<file path="src/rtl/nberr_pkg.sv">
package nberr_pkg;
  localparam int RX9_POS = 7;
  localparam int TX9_POS = 6;

  typedef struct packed {
    logic regSel;
    logic regWr;
    logic rxCap;
    logic rxWide;
    logic txCap;
  } nberr_strobe_t;
endpackage

</file>
<file path="src/rtl/nberr_ctrl.sv">
module nberr_ctrl
  import nberr_pkg::*;
#(
  parameter int ADDR_W = 8,
  parameter logic [ADDR_W-1:0] REG_ADDR = 8'h3A
) (
  input  logic [ADDR_W-1:0] cpuAddr,
  input  logic              cpuWr,
  input  logic              rxLoad,
  input  logic              rxNineBit,
  input  logic              txLoad,
  output nberr_strobe_t     stb
);
  logic addrHit;

  assign addrHit = (cpuAddr == REG_ADDR);

  always_comb begin
    stb        = '0;
    stb.regSel = addrHit;
    stb.regWr  = addrHit & cpuWr;
    stb.rxCap  = rxLoad;
    stb.rxWide = rxNineBit;
    stb.txCap  = txLoad;
  end
endmodule

</file>
<file path="src/rtl/nberr_datapath.sv">
module nberr_datapath
  import nberr_pkg::*;
#(
  parameter int DATA_W = 8,
  parameter int ERR_W  = 4
) (
  input  logic              clk,
  input  logic              rstN,
  input  nberr_strobe_t     stb,
  input  logic [DATA_W-1:0] wrData,
  input  logic [DATA_W:0]   rxChar,
  input  logic [ERR_W-1:0]  errFlags,
  output logic [DATA_W-1:0] rdData,
  output logic              txNinth,
  output logic              errIrq
);
  localparam int PAD_W = DATA_W - 2 - ERR_W;

  logic             rxNinthReg;
  logic             txNinthReg;
  logic             txShift9;
  logic [ERR_W-1:0] errEn;
  logic [ERR_W-1:0] gated;

  // Ninth bits: no reset by design
  always_ff @(posedge clk) begin
    if (stb.rxCap) rxNinthReg <= stb.rxWide ? rxChar[DATA_W] : rxChar[DATA_W-1];
  end

  always_ff @(posedge clk) begin
    if (stb.regWr) txNinthReg <= wrData[TX9_POS];
  end

  always_ff @(posedge clk) begin
    if (stb.txCap) txShift9 <= txNinthReg;
  end

  always_ff @(posedge clk or negedge rstN) begin
    if (!rstN)          errEn <= '0;
    else if (stb.regWr) errEn <= wrData[ERR_W-1:0];
  end

  for (genvar gi = 0; gi < ERR_W; gi++) begin : g_gate
    assign gated[gi] = errFlags[gi] & errEn[gi];
  end

  always_ff @(posedge clk or negedge rstN) begin
    if (!rstN) errIrq <= 1'b0;
    else       errIrq <= |gated;
  end

  always_comb begin
    rdData = '0;
    if (stb.regSel) rdData = {rxNinthReg, txNinthReg, {PAD_W{1'b0}}, errEn};
  end

  assign txNinth = txShift9;

  // 9-bit capture
  p_rx_wide_r3: assert property (@(posedge clk) disable iff (!rstN)
    stb.rxCap && stb.rxWide |=> rxNinthReg == $past(rxChar[DATA_W]));
  // 8-bit mirror of bit 7
  p_rx_narrow_r4: assert property (@(posedge clk) disable iff (!rstN)
    stb.rxCap && !stb.rxWide |=> rxNinthReg == $past(rxChar[DATA_W-1]));
  // hold without a load
  p_rx_hold_r5: assert property (@(posedge clk) disable iff (!rstN)
    !stb.rxCap |=> $stable(rxNinthReg));
  // handoff and hold
  p_tx_take_r6: assert property (@(posedge clk) disable iff (!rstN)
    stb.txCap |=> txShift9 == $past(txNinthReg));
  p_tx_hold_r6: assert property (@(posedge clk) disable iff (!rstN)
    !stb.txCap |=> $stable(txShift9));
  // a request needs a flag one cycle earlier
  p_irq_cause_r7: assert property (@(posedge clk) disable iff (!rstN)
    errIrq |-> $past(|errFlags));
  // enables and request come out of reset cleared
  p_reset_clear_r8: assert property (@(posedge clk) disable iff (!rstN)
    $rose(rstN) |-> (errEn == '0) && !errIrq);
endmodule

</file>
<file path="src/rtl/nberr_reg.sv">
module nberr_reg
  import nberr_pkg::*;
#(
  parameter int ADDR_W = 8,
  parameter int DATA_W = 8,
  parameter int ERR_W  = 4,
  parameter logic [ADDR_W-1:0] REG_ADDR = 8'h3A
) (
  input  logic              clk,
  input  logic              rstN,
  input  logic [ADDR_W-1:0] cpuAddr,
  input  logic              cpuWr,
  input  logic [DATA_W-1:0] cpuWrData,
  output logic [DATA_W-1:0] cpuRdData,
  input  logic              rxLoad,
  input  logic [DATA_W:0]   rxChar,
  input  logic              rxNineBit,
  input  logic [ERR_W-1:0]  errFlags,
  input  logic              txLoad,
  output logic              txNinth,
  output logic              errIrq
);
  nberr_strobe_t stb;

  nberr_ctrl #(.ADDR_W(ADDR_W), .REG_ADDR(REG_ADDR)) u_ctrl (
    .cpuAddr(cpuAddr), .cpuWr(cpuWr), .rxLoad(rxLoad),
    .rxNineBit(rxNineBit), .txLoad(txLoad), .stb(stb)
  );

  nberr_datapath #(.DATA_W(DATA_W), .ERR_W(ERR_W)) u_dp (
    .clk(clk), .rstN(rstN), .stb(stb), .wrData(cpuWrData),
    .rxChar(rxChar), .errFlags(errFlags), .rdData(cpuRdData),
    .txNinth(txNinth), .errIrq(errIrq)
  );
endmodule

</file>
<file path="config.mk">
export PLATFORM = sky130hd
export DESIGN_NAME = nberr_reg
export DESIGN_NICKNAME = d
export VERILOG_FILES = /design/src/rtl/nberr_pkg.sv /design/src/rtl/nberr_ctrl.sv /design/src/rtl/nberr_datapath.sv /design/src/rtl/nberr_reg.sv
export SDC_FILE = /design/constraint.sdc
export NUM_CORES = 1
export LEC_CHECK = 0
export ABC_AREA = 1
export BUFFER_PORTS_ARGS = -buffer_cell sky130_fd_sc_hd__buf_4
export CORE_MARGIN = 1.5
export CORE_UTILIZATION = 30
export DETAILED_ROUTE_END_ITERATION = 10
export PLACE_DENSITY = 0.72
export SYNTH_ARGS = -nofsm -noshare
export SYNTH_HDL_FRONTEND = slang
export SYNTH_SLANG_ARGS = --single-unit
export TNS_END_PERCENT = 100
</file>
<file path="constraint.sdc">
create_clock -name clk -period 0.8 [get_ports clk]
set_input_delay 0 -clock clk [delete_from_list [all_inputs] [get_ports clk]]
set_output_delay 0 -clock clk [all_outputs]
set_load 0.02 [all_outputs]
</file>
==> results.toml, run 1 <==
[setup_path]
r2r_end = "u_dp.errIrq"
cp_max_fo = 2
critPathKind = "flop to flop"
cp.arrival_ps = 1000
r2r-start = "u_dp.errEn[0]"
critPathLaunchType = "flop"
reg2reg_depth = 4
cp.required_ps = 920
r2r_slack_ps = -80
endpoint_kind = "flop"

[grt]
grt.overflow.total = 0
grt_max_degree = 7
grt_pass1_vias = 517
grt.total_usage_pct = 14.52
grt_pass1_wl_mm = 1.994
antenna_found_initial = 0

[layout]
fin_util_pct = 64.78
final_nets = 140
n_antenna_cell = 0
area_growth_pct = 94.71
final_cell_mix = "buf_4, nand2_1, inv_1, dlygate4sd3_1"
final_common_cell = "buf_4"
drive_gt1_share_pct = 50.96

[floorplan]
die-area_mm2 = 0.001738
start_util_pct = 33.27
num_io_pins = 45
die_w_um = 41.70
die_y_um = 41.70
num_rows = 13
fp.coreArea_mm2 = 0.001350

[sta]
drv_slew = 0
finalCritPeriodShare_pct = 110.5
setup_viol = 8
period_needed_ps = 884.2
setup_slack_ps = -84.16
rsz0062_at_grt = "true"
hold_viol = 1
fin_hold_ws_ps = -3.783
clock_skew_ps = 7.374
max_freq_mhz = 1131

[placement]
post-dp-hpwl_um = 854
dpl_worst_slack_ps = -50.23
gp_congestion = 0.7561
port_buffers = 32

[synthesis]
syn_area_um2 = 449.2
yosysWarnings = 0
seq_area_frac_synth_pct = 47.91
avgSynthCellArea_um2 = 8.318
syn_inst = 54
synth_seq_cells = 8
yosysUniqueCellTypes = 13

[clock_tree]
cts_tree = "yes"
clock_path_buffers = 2
cts.sinks = 8
htreeDepth = 1
cts_buffers = 3
clkTransAtPathRegs_ps = 60
cts-root-buf = "clkbuf_4"
insertion_delay_ps = 250

[routing]
drt_iter0_drc = 7
wl_per_cell_um = 9.605
route.detailed.drc = 0
drt-total-wl_mm = 1.143
dr.pass1.iters = 4
vias_per_cell = 4.202
final_antenna_net_count = 0
via_count = 500

[min_path]
hold_path_depth = 3
hold_class = "primary input to flop"
hold_end = "u_dp.errIrq"
hold_path.startpoint = "errFlags[0]"

[pwr]
p_total_w = 0.001006
p_leak_nw = 0.4742
power.density_mw_per_mm2 = 1151
ir_drop_v = 0.0005584

[run_status]
violations = "hold timing, setup timing"
outcome = "finished with violations"

[job]
drv_cap = 0
==> power by group <==
group | internal, W | total, W | switching, W
clock network | 0.000190 | 0.000317 | 0.000127
logic | 0.000144 | 0.000233 | 0.0000892
registers | 0.000448 | 0.000456 | 0.00000840
total | 0.000782 | 0.00101 | 0.000225
==> state kept, by name, indices dropped and copies added (netlist names) <==
register	count
u_dp.txNinthReg	1
u_dp.errEn	4
u_dp.rxNinthReg	1
u_dp.errIrq	1
u_dp.txNinth	1
==> worst max path at each step <==
stage	slack (ps)	cells after the start	endpoint	start
after floorplan	80	5	u_dp.txNinthReg	cpuAddr[6]
after global placement	-40	6	u_dp.txNinthReg	cpuAddr[6]
after detailed placement	-50	6	u_dp.txNinthReg	cpuAddr[6]
after CTS	-90	3	cpuRdData[0]	u_dp.errEn[0]
after global routing	-130	3	cpuRdData[0]	u_dp.errEn[0]
final	-80	4	u_dp.errIrq	u_dp.errEn[0]
==> synthesized netlist by cell type (all sizes together) <==
library cell	count	area [um2]
mux2	1	11.26
nor2	8	45.04
nand3	1	17.52
inv	11	41.29
edfxtp	3	90.09
nand2	17	68.81
dfrtp	5	125.1
buf	2	15.01
nand4	5	31.28
conb	1	3.750
==> metrics by stage <==
stage,instances,instance area [um2],setup TNS [ps]
6_report,119,874.6,-429.4
5_1_grt,119,874.6,-924.0
4_1_cts,117,838.3,-426.5
3_5_place_dp,102,711.9,-50.23
3_3_place_gp,102,711.9,-37.29
2_1_floorplan,55,452.9,0
==> timing repair <==
action / 4_1_cts / 5_1_grt
pin swaps: 2 / 5
setup endpoints to repair: 6 / 8
buffers inserted: 4 / 3
gates cloned: 0 / 0
hold endpoints to repair: 9 / 0
resized for setup: 0 / 7
hold buffers: 7 / 0
==> logic make-up (layout without fill, tap and decap cells) <==
family | Yosys count | in the layout | share of synthesized area, %
buf+inv | 13 | 62 | 12.53
simple gates | 31 | 31 | 36.21
other cells | 1 | 2 | 0.8349
mux | 1 | 1 | 2.507
flops | 8 | 8 | 47.91
==> worst max-delay path, stage by stage (launching register included) <==
cell	delay (ps)
dfrtp_1	380
buf_4	140
buf_6	110
nand2_1	50
nand4_1	90
==> per-layer routing <==
metal  vias up  global-route usage [%]  wire length [um]
met3         2                   1.739                85
met2        24                   24.38               569
li1        262                       -                 -
met1       212                   17.98               467
met5         -                       0                 0
met4         0                   7.742                21
==> cell type report <==
type / instances / area (um2)
sequential: 8 / 215.2
tap: 15 / 18.77
multi-input combinational: 34 / 191.4
clock buffer: 4 / 26.28
inverter: 11 / 41.29
fill: 117 / 475.5
timing repair buffer: 47 / 381.6
No activity file was read; power rests on OpenSTA's default activity.
==> run 2, diff against run 1 <==
CORE_UTILIZATION = 33   (was 30)
PLACE_DENSITY = 0.75   (was 0.72)
clock period = 0.9 ns   (was 0.8 ns; I/O delays follow)
==> run 2 against run 1 <==
  * The run ends with setup timing left
  * Hold slack improved by 9.8 ps
  * Total power is 11% lower
  * Count of clock-buffer cells in the layout unchanged
  * Clock skew rose by 0.97 ps
  * Final cell count down 0.84%
  * Wire length up 14%
  * Critical path depth is 1 lower
  * Critical endpoint is now cpuRdData[6]
  * Largest cell class unchanged
  * Highest routed layer unchanged
==> results.toml, run 2 (synthesized netlist as in run 1, its figures left out) <==
[setup_path]
cp_cell_sequence = "inv_1, nor2_1, buf_4"
cp_top_family = "flip-flops"
critPathMaxStageDelay_ps = 340
critical_path.slowest_cell = "edfxtp_1"
critPathKind = "flop to output pin"
endpoint_kind = "output pin"
timing.critical_path.buf_inv = 2
cp_max_fo = 2
cp.arrival_ps = 920
cp.required_ps = 900
critPathLaunchType = "flop"

[pwr]
p_seq_share_pct = 45.0
switching_share_pct = 23.53
intPower_w = 0.0006883
net-switching-power_w = 0.0002118
clkPwrFrac_pct = 33.0
p_leak_nw = 0.4508
p_comb_share_pct = 22.0
ir_drop_v = 0.0005668
power.density_mw_per_mm2 = 1059

[routing]
vias_per_cell = 4.398
wl_per_cell_um = 11.01
dr.pass1.iters = 4
final_antenna_net_count = 0
drt_iter0_drc = 11
drt-total-wl_mm = 1.299
via_count = 519
route.detailed.drc = 0

[run_status]
violations = "setup timing"
outcome = "finished with violations"

[sta]
max_freq_mhz = 1092
rsz0062_at_grt = "true"
drv_slew = 0
hold_viol = 0
period_needed_ps = 915.5
clock_skew_ps = 8.344
fin_hold_ws_ps = 6.030
setup_viol = 2
setup_slack_ps = -15.49
finalCritPeriodShare_pct = 101.7

[job]
drv_cap = 0

[floorplan]
die_y_um = 39.90
num_rows = 13
num_io_pins = 45
fp.coreArea_mm2 = 0.001285
start_util_pct = 34.96
die_w_um = 39.90
die-area_mm2 = 0.001592

[layout]
fin_util_pct = 66.11
final_common_cell = "buf_4"
instances_no_fill = 118
area_growth_pct = 89.14
final_cell_mix = "buf_4, nand2_1, inv_1, dlygate4sd3_1, nor2_1"
drive_gt1_share_pct = 47.57
n_antenna_cell = 0
largest-register = "u_dp.errEn"
largest_reg_flops = 4
final_nets = 139

[placement]
dpl_worst_slack_ps = 23.08
post-dp-hpwl_um = 909.4
gp_congestion = 0.6399
port_buffers = 32
place_inst = 101

[grt]
grt_max_degree = 7
grt_pass1_wl_mm = 1.856
grt_pass1_vias = 454
grt.overflow.total = 0
grt.total_usage_pct = 19.29
antenna_found_initial = 0

[clock_tree]
clkTransAtPathRegs_ps = 60
cts-root-buf = "clkbuf_4"
htreeDepth = 1
insertion_delay_ps = 260
cts.sinks = 8
cts_buffers = 3
cts_tree = "yes"
clock_path_buffers = 2

[min_path]
hold_class = "primary input to flop"
## run 2: worst register-to-register path, stage by stage (launching register included)
cell and delay, ps:
edfxtp_1 380, buf_4 150, buf_6 100
## run 2: routing by layer
layer | track usage [%] | part of all wire, %
met5 | 0 | 0
met4 | 12.93 | 2.5
met3 | 5.114 | 5.6
met2 | 35.89 | 55
met1 | 17.59 | 37
## run 2: path summary, 6_finish.rpt
kind	slack, ps	startpoint	endpoint	cells past startpoint
setup / recovery	-20	u_dp.txNinthReg	cpuRdData[6]	3
hold / removal	6	errFlags[1]	u_dp.errIrq	3
setup reg to reg	20	u_dp.txNinthReg	u_dp.txNinth	2
hold reg to reg	570	u_dp.errEn[0]	u_dp.errEn[0]	3
max in group asynchronous	700	rstN	u_dp.errIrq	2
min in group asynchronous	90	rstN	u_dp.errEn[0]	2
## run 2: final cells by class
type	instances	area, um2
fill	119	435.4
timing repair buffer	46	366.6
sequential	8	215.2
multi-input combinational	34	181.4
inverter	11	41.29
clock buffer	4	26.28
tap	15	18.77
## run 2: power by group through the flow
stage                     Clock [W]  Combinational, W  Sequential [W]
after floorplan                   0         0.0000521        0.000419
after global placement            0          0.000152        0.000413
after detailed placement          0          0.000156        0.000414
after CTS                  0.000298          0.000197        0.000405
after global routing       0.000323          0.000216        0.000408
final                      0.000297          0.000198        0.000405
## run 2: metrics by stage
stage | TNS [ps] | power, W | instance area (um2)
detailed placement | 0 | 0.0005709 | 704.4
CTS | 0 | 0.0008997 | 838.3
floorplan | 0 | 0.0004713 | 452.9
finish | -23.29 | 0.0009000 | 849.6
global route | -265.5 | 0.0009471 | 849.6
global placement | 0 | 0.0005648 | 704.4
## run 2: what timing repair did
action | 4_1_cts | 5_1_grt
resized for setup | 0 | 1
pin swaps | 0 | 3
buffers inserted | 5 | 1
endpoints found under the setup margin | 5 | 6
hold buffers | 7 | 0
hold endpoints to repair | 9 | 0
